**src/rtl/pfs_pkg.sv**
```systemverilog
package pfs_pkg;
  typedef enum logic [1:0] {
    ST_HOLD  = 2'd0,
    ST_RUN   = 2'd1,
    ST_PDOWN = 2'd2
  } pfs_state_e;
endpackage

```
**src/rtl/pfs_prescaler.sv**
```systemverilog
module pfs_prescaler #(
  parameter int DIV = 1000
) (
  input  logic clk_i,
  input  logic rst_ni,
  input  logic clr_i,
  output logic tick_o
);
  localparam int CW = (DIV > 1) ? $clog2(DIV) : 1;
  localparam logic [CW-1:0] LAST = CW'(DIV - 1);

  logic [CW-1:0] cnt_q;

  assign tick_o = (cnt_q == LAST);

  always_ff @(posedge clk_i or negedge rst_ni) begin
    if (!rst_ni)                 cnt_q <= '0;
    else if (clr_i || tick_o)    cnt_q <= '0;
    else                         cnt_q <= cnt_q + 1'b1;
  end
endmodule

```
**src/rtl/pfs_ms_timer.sv**
```systemverilog
module pfs_ms_timer #(
  parameter int W = 8
) (
  input  logic         clk_i,
  input  logic         rst_ni,
  input  logic         clr_i,
  input  logic         tick_i,
  output logic [W-1:0] cnt_o
);
  logic [W-1:0] cnt_q;

  assign cnt_o = cnt_q;

  // saturating millisecond count
  always_ff @(posedge clk_i or negedge rst_ni) begin
    if (!rst_ni)                         cnt_q <= '0;
    else if (clr_i)                      cnt_q <= '0;
    else if (tick_i && (cnt_q != '1))    cnt_q <= cnt_q + 1'b1;
  end
endmodule

```
**src/rtl/pwr_fail_seq.sv**
```systemverilog
module pwr_fail_seq
  import pfs_pkg::*;
#(
  parameter int CLK_HZ        = 50_000_000,
  parameter int WD_TIMEOUT_MS = 1000,
  parameter int WD_FAULT_MS   = 4,
  parameter int FORCE_RST_MS  = 900,
  parameter int STABLE_MS     = 100
) (
  input  logic clk_i,
  input  logic rst_ni,
  input  logic pwr_good_i,
  input  logic wd_kick_i,
  input  logic host_rst_req_i,
  output logic pd_irq_o,
  output logic wd_fault_o,
  output logic sys_rst_o
);
  localparam int DIV    = (CLK_HZ / 1000 > 0) ? CLK_HZ / 1000 : 1;
  localparam int WD_MAX = (WD_TIMEOUT_MS > WD_FAULT_MS) ? WD_TIMEOUT_MS : WD_FAULT_MS;
  localparam int PD_MAX = (FORCE_RST_MS > STABLE_MS) ? FORCE_RST_MS : STABLE_MS;
  localparam int WD_W   = $clog2(WD_MAX + 1);
  localparam int PD_W   = $clog2(PD_MAX + 1);
  localparam logic [WD_W-1:0] WDT_LAST   = WD_W'(WD_TIMEOUT_MS - 1);
  localparam logic [WD_W-1:0] FAULT_LAST = WD_W'(WD_FAULT_MS - 1);
  localparam logic [PD_W-1:0] FORCE_LAST = PD_W'(FORCE_RST_MS - 1);
  localparam logic [PD_W-1:0] STAB_LAST  = PD_W'(STABLE_MS - 1);

  pfs_state_e state_q, state_d;
  logic       fault_q, fault_d;
  logic       tick, state_chg, presc_clr, wd_clr, pd_clr;
  logic [WD_W-1:0] wd_cnt;
  logic [PD_W-1:0] pd_cnt;

  always_comb begin
    state_d = state_q;
    fault_d = fault_q;
    unique case (state_q)
      ST_HOLD: begin
        if (pwr_good_i && tick && (pd_cnt == STAB_LAST)) begin
          state_d = ST_RUN;
          fault_d = 1'b0;
        end
      end
      ST_RUN: begin
        if (host_rst_req_i) begin
          state_d = ST_HOLD;
        end else if (!pwr_good_i) begin
          state_d = ST_PDOWN;
        end else if (!wd_kick_i && tick && (wd_cnt == WDT_LAST)) begin
          state_d = ST_HOLD;
          fault_d = 1'b1;
        end
      end
      ST_PDOWN: begin
        if (host_rst_req_i) begin
          state_d = ST_HOLD;
        end else begin
          if (tick && (pd_cnt == FORCE_LAST)) state_d = ST_HOLD;
          if (tick && (wd_cnt == FAULT_LAST)) fault_d = 1'b1;
        end
      end
      default: state_d = ST_HOLD;
    endcase
  end

  assign state_chg = (state_d != state_q);
  // realign the ms grid on every state change and on a low sample in hold
  assign presc_clr = state_chg || ((state_q == ST_HOLD) && !pwr_good_i);
  assign pd_clr    = presc_clr;
  // kicks restart the watchdog only in normal operation
  assign wd_clr    = state_chg || ((state_q == ST_RUN) && wd_kick_i);

  pfs_prescaler #(.DIV(DIV)) u_presc (
    .clk_i  (clk_i),
    .rst_ni (rst_ni),
    .clr_i  (presc_clr),
    .tick_o (tick)
  );

  pfs_ms_timer #(.W(WD_W)) u_wd_tmr (
    .clk_i  (clk_i),
    .rst_ni (rst_ni),
    .clr_i  (wd_clr),
    .tick_i (tick),
    .cnt_o  (wd_cnt)
  );

  pfs_ms_timer #(.W(PD_W)) u_pd_tmr (
    .clk_i  (clk_i),
    .rst_ni (rst_ni),
    .clr_i  (pd_clr),
    .tick_i (tick),
    .cnt_o  (pd_cnt)
  );

  always_ff @(posedge clk_i or negedge rst_ni) begin
    if (!rst_ni) begin
      state_q <= ST_HOLD;
      fault_q <= 1'b0;
    end else begin
      state_q <= state_d;
      fault_q <= fault_d;
    end
  end

  assign sys_rst_o  = (state_q == ST_HOLD);
  assign pd_irq_o   = (state_q == ST_PDOWN);
  assign wd_fault_o = fault_q;
endmodule

```
**config.mk**
```make
export PLATFORM = sky130hd
export DESIGN_NAME = pwr_fail_seq
export DESIGN_NICKNAME = d
export VERILOG_FILES = /design/src/rtl/pfs_pkg.sv /design/src/rtl/pfs_prescaler.sv /design/src/rtl/pfs_ms_timer.sv /design/src/rtl/pwr_fail_seq.sv
export SDC_FILE = /design/constraint.sdc
export NUM_CORES = 1
export LEC_CHECK = 0
export BUFFER_PORTS_ARGS = -buffer_cell sky130_fd_sc_hd__buf_2
export CAP_MARGIN = 20
export CORE_MARGIN = 1
export CORE_UTILIZATION = 61
export DETAILED_ROUTE_END_ITERATION = 16
export GPL_TIMING_DRIVEN = 0
export PLACE_DENSITY = 0.79
export SKIP_LAST_GASP = 1
export SYNTH_ARGS = -nofsm -noshare
export SYNTH_HDL_FRONTEND = slang
export SYNTH_SLANG_ARGS = --single-unit
```
**constraint.sdc**
```tcl
create_clock -name clk_i -period 3.29 [get_ports clk_i]
set_input_delay 0.658 -clock clk_i [delete_from_list [all_inputs] [get_ports clk_i]]
set_output_delay 0.658 -clock clk_i [all_outputs]
set_load 0.005 [all_outputs]
```
# Yosys cells after proc, flatten, opt, wreduce, memory -nomap -nowiden
# Index checks and enable logic that the tools add are counted.
[classes]
n_mux = 19
add_sub_neg = 3
n_eq_ne = 16
reduce_logical = 20
[ops]
columns = ["operator", "n"]
rows = [
  ["10-bit 2-to-1 mux", 4],
  ["10-bit by 1-bit adder with 10-bit output (second input constant)", 2],
  ["10-bit equality test (second input constant)", 2],
  ["10-bit != test (second input constant)", 2],
  ["16-bit by 1-bit adder with 16-bit output (second input constant)", 1],
  ["16-bit equality test (second input constant)", 1],
  ["16-bit 2-to-1 mux", 1],
  ["2-bit 2-to-1 mux", 6],
  ["10-bit by 2-bit equality test with 1-bit output (second input constant)", 1],
  ["10-bit by 7-bit equality test with 1-bit output (second input constant)", 1],
  ["1-bit logical AND", 10],
  ["2-bit != test (second input constant)", 4],
  ["7-bit AND reduction", 1],
  ["1-bit 2-to-1 mux", 6],
  ["2-bit case mux with 3 select lines", 1],
  ["2-bit by 1-bit != test with 1-bit output (second input constant)", 2],
  ["2-bit nonzero test", 2],
  ["1-bit logical OR", 3],
  ["1-bit case mux with 3 select lines", 1],
  ["3-bit nonzero test", 1],
  ["2-bit by 1-bit equality test with 1-bit output (second input constant)", 1],
  ["2-bit equality test (second input constant)", 1],
  ["1-bit logical NOT", 2],
  ["2-bit logical NOT", 1],
  ["2-bit != test", 1],
]
[totals]
inputBits = 5
register_bits = 39
wordCells = 63

# Longest topological paths before layout
# Gate-level depths: netlist of the first run.
[depth]
ltp_word = 11
mapped_depth = 11
mapped_depth_nobuf = 7

# Hierarchy
# Synthesis of the first run repeated with hierarchy kept, for this count alone.
[unflattened]
cells_unflattened = 251
hier_area_um2 = 2334.7
[modules_own_cells]
columns = ["mod", "seq_area_each_um2", "cells_per_inst", "area_per_inst_um2", "instances"]
rows = [
  ["pfs_ms_timer", 250.2, 55, 536.8, 2],
  ["pfs_prescaler", 400.4, 80, 792.0, 1],
  ["pwr_fail_seq", 75.1, 61, 469.2, 1],
]

# Worst setup path after synthesis of the first run
# OpenSTA, ideal clock, no wires.
[synth_path]
kind = "register to register"
startpoint = "register u_presc.cnt_q[0]"
endpoint = "register fault_q, in the netlist wd_fault_o"
required_ns = 3.165
stages_incl_launch_ff = 10
arrival_time_ns = 2.179
setup_ns = 0.125
slack_ns = 0.987
period_less_slack_ns = 2.303
cell_sequence = "dfrtp_1 -> ha_1 -> and3_1 -> clkbuf_1 -> and4_1 -> buf_2 -> a41oi_1 -> o22a_1 -> a2111oi_0 -> mux2_2"
[synth_via]
elab_chain_cells = 5
[synth_rtl]
columns = ["item", "line_no", "text"]
rows = [
  ["from (decl)", "pfs_prescaler.sv:12", "logic [CW-1:0] cnt_q;"],
  ["from (signal assigned)", "pfs_prescaler.sv:19", "else cnt_q <= cnt_q + 1'b1;"],
  ["16-bit equality test *", "pfs_prescaler.sv:14", "assign tick_o = (cnt_q == LAST);"],
  ["1-bit logical AND, on equally long branches (2 in series)", "pwr_fail_seq.sv:50, pwr_fail_seq.sv:40", ""],
  ["2-bit != test (no source line) / 2-bit by 1-bit != test with 1-bit output (equally long branches)", "-", ""],
  ["7-bit AND reduction (no source line) *", "-", ""],
  ["to (signal assigned)", "pwr_fail_seq.sv:103", "fault_q <= fault_d;"],
  ["to (decl)", "pwr_fail_seq.sv:30", "logic fault_q, fault_d;"],
]
# Every way passes the cells marked *; elsewhere a longest branch is shown, timed or not.
# A chain may end at the register's enable or synchronous reset.

# Final worst setup path of the first run
# Ends and elaborated chain as after synthesis.

==> results of run 1 <==
==> per-layer routing <==
layer	vias up	part of all wire, %	global-route usage (%)
li1	858	-	-
met1	836	48	33.4
met2	47	46	39.8
met3	11	4.2	5.15
met4	0	1.8	10.5
met5	-	0	0
==> sequential cells by signal (all words and copies together), names as in the netlist <==
signal and count:
u_wd_tmr.cnt_o 10, state_q 2, wd_fault_o 1, u_presc.cnt_q 16
u_pd_tmr.cnt_o 10
==> Yosys cell counts (2+ instances only) <==
cell type / number
buf_6: 3
nor4_1: 5
nor2_1: 24
and3_1: 7
xor2_1: 16
nor3_1: 23
a211oi_1: 2
dfrtp_1: 39
o21ai_0: 5
inv_1: 7
ha_1: 7
nand4_1: 8
nor4b_1: 2
and4bb_2: 2
xnor2_1: 10
a21oi_1: 3
and4_1: 3
or3_1: 2
nand3_1: 13
mux2i_1: 3
or2_2: 2
clkbuf_1: 2
a21o_1: 2
buf_2: 3
nand2_1: 14
==> path summary, 6_finish.rpt <==
kind	to	slack [ns]
setup / recovery	wd_fault_o$_DFFE_PN0P_	0.67
hold reg to reg	u_presc.cnt_q[0]$_DFF_PN0_	0.48
hold / removal	u_presc.cnt_q[8]$_DFF_PN0_	0.40
max in group asynchronous	u_pd_tmr.cnt_o[6]$_DFFE_PN0P_	2.36
min in group clk_i	u_presc.cnt_q[0]$_DFF_PN0_	0.48
setup reg to reg	wd_fault_o$_DFFE_PN0P_	0.67
==> report_power, final <==
group	internal, uW	switching (uW)	total, uW
Sequential	482	2.11	484
Clock	79.6	160	240
Combinational	9.82	21.0	30.9
==> worst reg2reg max path, stage by stage, from the launching register on <==
cell and delay [ns]:
dfrtp_1 0.39, ha_1 0.20, and3_1 0.16, clkbuf_1 0.24
and4_1 0.22, buf_2 0.16, a41oi_1 0.13, o22a_1 0.20
a2111oi_0 0.43, mux2_2 0.38
==> layout make-up <==
cell class | count | area, um^2
sequential | 39 | 976
multi-input combinational | 173 | 1150
inverter | 7 | 26.3
clock buffer | 5 | 37.5
timing repair buffer | 7 | 35.0
tap | 46 | 57.6
buffer | 8 | 56.3
fill | 262 | 1040
clock inverter | 3 | 15.0
==> stage by stage <==
stage / instance area [um^2] / hold slack (ns) / setup WS [ns] / total power, uW
CTS: 2350 / 0.429 / 0.649 / 763
finish: 2350 / 0.401 / 0.674 / 755
global route: 2350 / 0.462 / 0.315 / 783
floorplan: 2210 / 0.362 / 0.987 / 508
global placement: 2300 / 0.453 / 0.704 / 524
detailed placement: 2300 / 0.465 / 0.664 / 525
==> logic make-up after synthesis <==
group	Yosys count	synth area share (%)
and+or+nand+nor	109	26.4
DFF	39	44.2
AOI/OAI and AO/OA	27	9.47
xor gates and xnor gates	26	10.3
buffers and inverters	15	3.74
adders and majority gates	7	3.97
muxes	4	1.87
==> key figures, run 1 <==
STA
  • Slew @ Worst Pin: 0.845 ns
  • Setup Skew: 0.00353 ns
  • Sum of negative setup slack: 0 ns
  • Fmax: 0.382 GHz
  • Final worst-path cycle share: 79.5%
  • Slew Limit Headroom: 43.7%
  • # setup viols final: 0
  • Final Max Tran Viols: 0
  • Post-layout minimum cycle time: 2.62 ns
  • RSZ-0062 raised after global routing: no
  • Hold Vio Cnt, Final: 0

Routing
  • Drt pass-1 iters: 4
  • DR DRC count: 0
  • Drt wl/cell: 15.0 um
  • 1st-iter DRT viols: 165
  • Drt total wl: 4.31 mm
  • Via density: 6.08
  • Antenna-violating nets left: 0
  • Vias: 1752

Setup path
  • R2R cell count: 9
  • CP Max Fanout: 6
  • Critical Path RT: 3.54 ns
  • Setup crit start: u_presc.cnt_q[0]$_DFF_PN0_
  • CP Launch Type: flop
  • Crit path capture type: flop
  • Critical path arrival: 2.86 ns
  • Slowest cell on the critical path: a2111oi_0
  • Worst flop-to-flop path startpoint: u_presc.cnt_q[0]$_DFF_PN0_
  • Largest delay share family, worst path: compound AO/OA/AOI/OAI gates
  • Number of cells on the critical path: 9
  • Worst path cell trace: ha_1 > and3_1 > clkbuf_1 > and4_1 > buf_2 > a41oi_1 > o22a_1 > a2111oi_0 > mux2_2
  • Setup CP Type: reg2reg
  • CP peak stage delay: 0.43 ns
  • WP buf/inv: 2

Yosys
  • Number of synthesized flops with an enable pin: 0
  • Ys flop type: dfrtp_1
  • Syn nets: 239
  • Number of distinct library cells after synthesis: 45
  • Sequential fraction of the synthesis area: 44.2%
  • Flip-flop and latch count after synthesis: 39
  • FFs w/ async S/R, synth: 100%
  • Syn. warnings: 0
  • Mapped Area: 2210 um^2
  • Synth area leaders: dfrtp_1, xor2_1, nor3_1, nor2_1, ha_1
  • Yosys top cell area share: 44.2%
  • Gate Count Post-Synth: 227
  • Leading area contributor after synthesis: dfrtp_1
  • Syn Area/Cell: 9.72 um^2

Worst hold path
  • Hold WC Path Type: in2async

Global route
  • Number of global-route vias before repair: 1727
  • Initial antenna violation count: 0
  • GRT Overall Usage: 25.0%
  • First-pass GRT wire length: 7.61 mm
  • Pin count of the biggest net entering global routing: 40
  • GR Overflow Total: 0

CTS
  • Clock H-tree levels: 2
  • Clk_lat worst skew: 0.35 ns
  • CTS tree: done
  • # clock sinks: 39
  • Clock tree buffer depth: 2
  • # resized after CTS: 0
  • Root Buffer: clkbuf_4
  • Worst-path clk slew: 0.12 ns
  • Post-CTS setup buffers: 0
  • Total CTS buffers: 5
  • Hold buffers post-CTS: 0

Final layout
  • Most frequent cells in the layout: dfrtp_1, nor2_1, nor3_1
  • Area delta synth->final: 6.58%
  • Non-Filler Instances: 288
  • Layout cells sized above 1: 12.4%
  • Final Util: 69.4%
  • Final Net Count: 253
  • Commonest non-fill, non-tap cell in the layout: dfrtp_1
  • Diodes inserted: 0

Run status
  • Status: finished clean

Placed design
  • Inst Count DP: 280
  • Post-DP HPWL: 2.96 mm
  • Port Buf Inserts: 7
  • Final GP Congestion: 0.922

Floorplan
  • DIE HEIGHT: 62.1 um
  • DIE WIDTH: 62.1 um
  • Ports: 8
  • Die ar.: 3860 um^2
  • Initial Util: 65.1%
  • Core ar.: 3390 um^2
  • Row cnt: 21

Power
  • Leak Pwr: 0.00106 uW
  • Peak supply drop: 0.258 mV
  • Pwr/cell area: 321 nW/um^2

Flow run
  • Max cap viols: 0
No activity file was read; power rests on OpenSTA's default activity.
==> run 2, diff against run 1 <==
Settings changed: CORE_UTILIZATION 61 to 55, PLACE_DENSITY 0.79 to 0.75.
Clock period 3.29 ns to 2.2 ns, I/O delays scaled along.
==> run 2 against run 1 <==
- the flow now finishes with violations (negative setup slack)
- global-route usage down 1.2 points
- worst setup slack worse by 0.80 ns
- cell area up 17%
- via count up 7.0%
- combinational power up 120%
- critical path type unchanged
- highest routed layer unchanged
==> key figures, run 2 (same netlist as run 1, synthesis figures left out) <==
Placed design
  • Post-DP Area: 2300 um^2 (+0.22%)
  • Final GP Congestion: 0.851 (-7.7%)
  • Port Buf Inserts: 7 (unchanged)
  • Post-DP HPWL: 2.88 mm (-2.6%)

Final layout
  • Area delta synth->final: 24.2%
  • Max FFs per register: 16 (unchanged)
  • Final Net Count: 275 (+8.7%)
  • Finished Cell Area: 2740 um^2 (+17%)
  • Layout cells sized above 1: 28.5% (+16 points)
  • Commonest non-fill, non-tap cell in the layout: dfrtp_1
  • Diodes inserted: 0 (unchanged)
  • Most frequent cells in the layout: dfrtp_1, nor2_1, buf_4
  • Top reg by flops: u_presc.cnt_q

Floorplan
  • Die ar.: 4270 um^2 (+11%)
  • Ports: 8 (unchanged)
  • DIE WIDTH: 65.3 um (+5.1%)
  • Row cnt: 22 (+4.8%)
  • DIE HEIGHT: 65.3 um (+5.1%)
  • Core ar.: 3740 um^2 (+10%)
  • Initial Util: 58.9% (-6.2 points)

Routing
  • Via density: 6.03 (-0.89%)
  • DR DRC count: 0 (unchanged)
  • Drt wl/cell: 16.1 um (+7.4%)
  • Drt total wl: 4.99 mm (+16%)
  • 1st-iter DRT viols: 184 (+12%)
  • Drt pass-1 iters: 4 (unchanged)
  • Antenna-violating nets left: 0 (unchanged)
  • Vias: 1875 (+7.0%)

STA
  • Post-layout minimum cycle time: 2.33 ns (-0.286 ns)
  • Final worst-path cycle share: 106% (+26 points)
  • Slew Limit Headroom: 42.1% (-1.5 points)
  • Fmax: 0.429 GHz (+12%)
  • Final Max Tran Viols: 0 (unchanged)
  • Setup Skew: 0.00447 ns (+0.000935 ns)
  • # setup viols final: 35 (+35)
  • Sum of negative setup slack: -3.30 ns (-3.30 ns)
  • RSZ-0062 raised after global routing: yes
  • Final setup margin: -0.130 ns (-0.804 ns)
  • Slew @ Worst Pin: 0.868 ns (+0.0232 ns)
  • Hold Vio Cnt, Final: 0 (unchanged)

Setup path
  • Slowest cell on the critical path: dfrtp_1
  • Worst flop-to-flop path startpoint: u_presc.cnt_q[0]$_DFF_PN0_
  • WP buf/inv: 2 (unchanged)
  • R2R cell count: 9 (unchanged)
  • Worst path cell trace: ha_2 > and3_4 > and4_4 > nand4_1 > a311oi_2 > buf_4 > a21o_1 > buf_6 > nor4_1
  • Crit path capture type: flop
  • CP Max Fanout: 5 (-1)
  • Largest delay share family, worst path: simple AND/OR/NAND/NOR gates
  • Critical path arrival: 2.50 ns (-0.36 ns)
  • Setup CP Type: reg2reg
  • CP Launch Type: flop
  • R2R Setup Slk: -0.13 ns (-0.80 ns)
  • Critical Path RT: 2.37 ns (-1.17 ns)
  • CP peak stage delay: 0.41 ns (-0.02 ns)
  • RR Endpoint: u_wd_tmr.cnt_o[8]$_DFFE_PN0P_

CTS
  • Clk_lat worst skew: 0.29 ns (-0.06 ns)
  • CTS tree: done
  • Hold buffers post-CTS: 0 (unchanged)
  • Total CTS buffers: 5 (unchanged)
  • Root Buffer: clkbuf_8
  • Worst-path clk slew: 0.08 ns (-0.04 ns)
  • Clock tree buffer depth: 2 (unchanged)
  • Clock H-tree levels: 2 (unchanged)
  • # clock sinks: 39 (unchanged)

Global route
  • First-pass GRT wire length: 7.68 mm (+0.91%)
  • GRT Overall Usage: 23.8% (-1.2 points)
  • GR Overflow Total: 0 (unchanged)
  • Pin count of the biggest net entering global routing: 40 (unchanged)
  • Initial antenna violation count: 0 (unchanged)
  • Number of global-route vias before repair: 1624 (-6.0%)

Power
  • Pwr/cell area: 469 nW/um^2 (+46%)
  • Leak Pwr: 0.00121 uW (+14%)
  • Peak supply drop: 0.597 mV (+130%)

Run status
  • Failing checks: negative setup slack
  • Status: finished with violations

Worst hold path
  • Hold WC Path Type: in2async

Flow run
  • Max cap viols: 0 (unchanged)
[run 2: layer usage]
metal / share of wire [%] / vias to the layer above / GRT usage, %
li1: - / 896 / -
met3: 4.8 / 5 / 6.42
met4: 0.96 / 0 / 7.34
met1: 47 / 916 / 34.2
met2: 47 / 58 / 34.9
met5: 0 / - / 0
[run 2: stage by stage]
step / setup WS, ns / power [uW] / hold slack [ns] / cells / util [%]
final: -0.130 / 1290 / 0.259 / 311 / 73.2
after global routing: -0.185 / 1330 / 0.320 / 311 / 73.2
after CTS: -0.000188 / 1280 / 0.285 / 303 / 70.0
after detailed placement: -0.322 / 786 / 0.474 / 282 / 61.5
after global placement: -0.375 / 784 / 0.469 / 282 / 61.5
after floorplan: -0.0146 / 760 / 0.144 / 227 / -
[run 2: how the worst max path moves through the flow]
| stage | depth (start not counted) | end | start |
|---|---|---|---|
| floorplan | 11 | u_presc.cnt_q[0]$_DFF_PN0_ | u_presc.cnt_q[0]$_DFF_PN0_ |
| global placement | 9 | u_presc.cnt_q[14]$_DFF_PN0_ | u_pd_tmr.cnt_o[0]$_DFFE_PN0P_ |
| detailed placement | 9 | u_presc.cnt_q[0]$_DFF_PN0_ | u_pd_tmr.cnt_o[1]$_DFFE_PN0P_ |
| CTS | 8 | u_pd_tmr.cnt_o[1]$_DFFE_PN0P_ | u_pd_tmr.cnt_o[7]$_DFFE_PN0P_ |
| global route | 9 | u_wd_tmr.cnt_o[6]$_DFFE_PN0P_ | u_presc.cnt_q[0]$_DFF_PN0_ |
| finish | 9 | u_wd_tmr.cnt_o[8]$_DFFE_PN0P_ | u_presc.cnt_q[0]$_DFF_PN0_ |
[run 2: power breakdown]
group	leakage, uW	switching, uW	internal, uW
combinational	0.000622	39.2	27.9
clock	0.0000470	249	246
sequential	0.000538	3.44	721
total	0.00121	291	995
[run 2: cell type report]
type / instances / area (um^2)
Tap cell: 48 / 60.1
Clock inverter: 1 / 5.00
Multi-Input combinational cell: 173 / 1280
Fill cell: 263 / 1000
Timing Repair Buffer: 31 / 243
Clock buffer: 6 / 82.6
Buffer: 6 / 65.1
Inverter: 7 / 26.3
Sequential cell: 39 / 980
[run 2: timing repair]
item | CTS | global route
setup buffers | 15 | 7
gates cloned | 1 | 1
endpoints found under the setup margin | 37 | 37
pin swaps | 12 | 9
gates resized for setup | 25 | 16
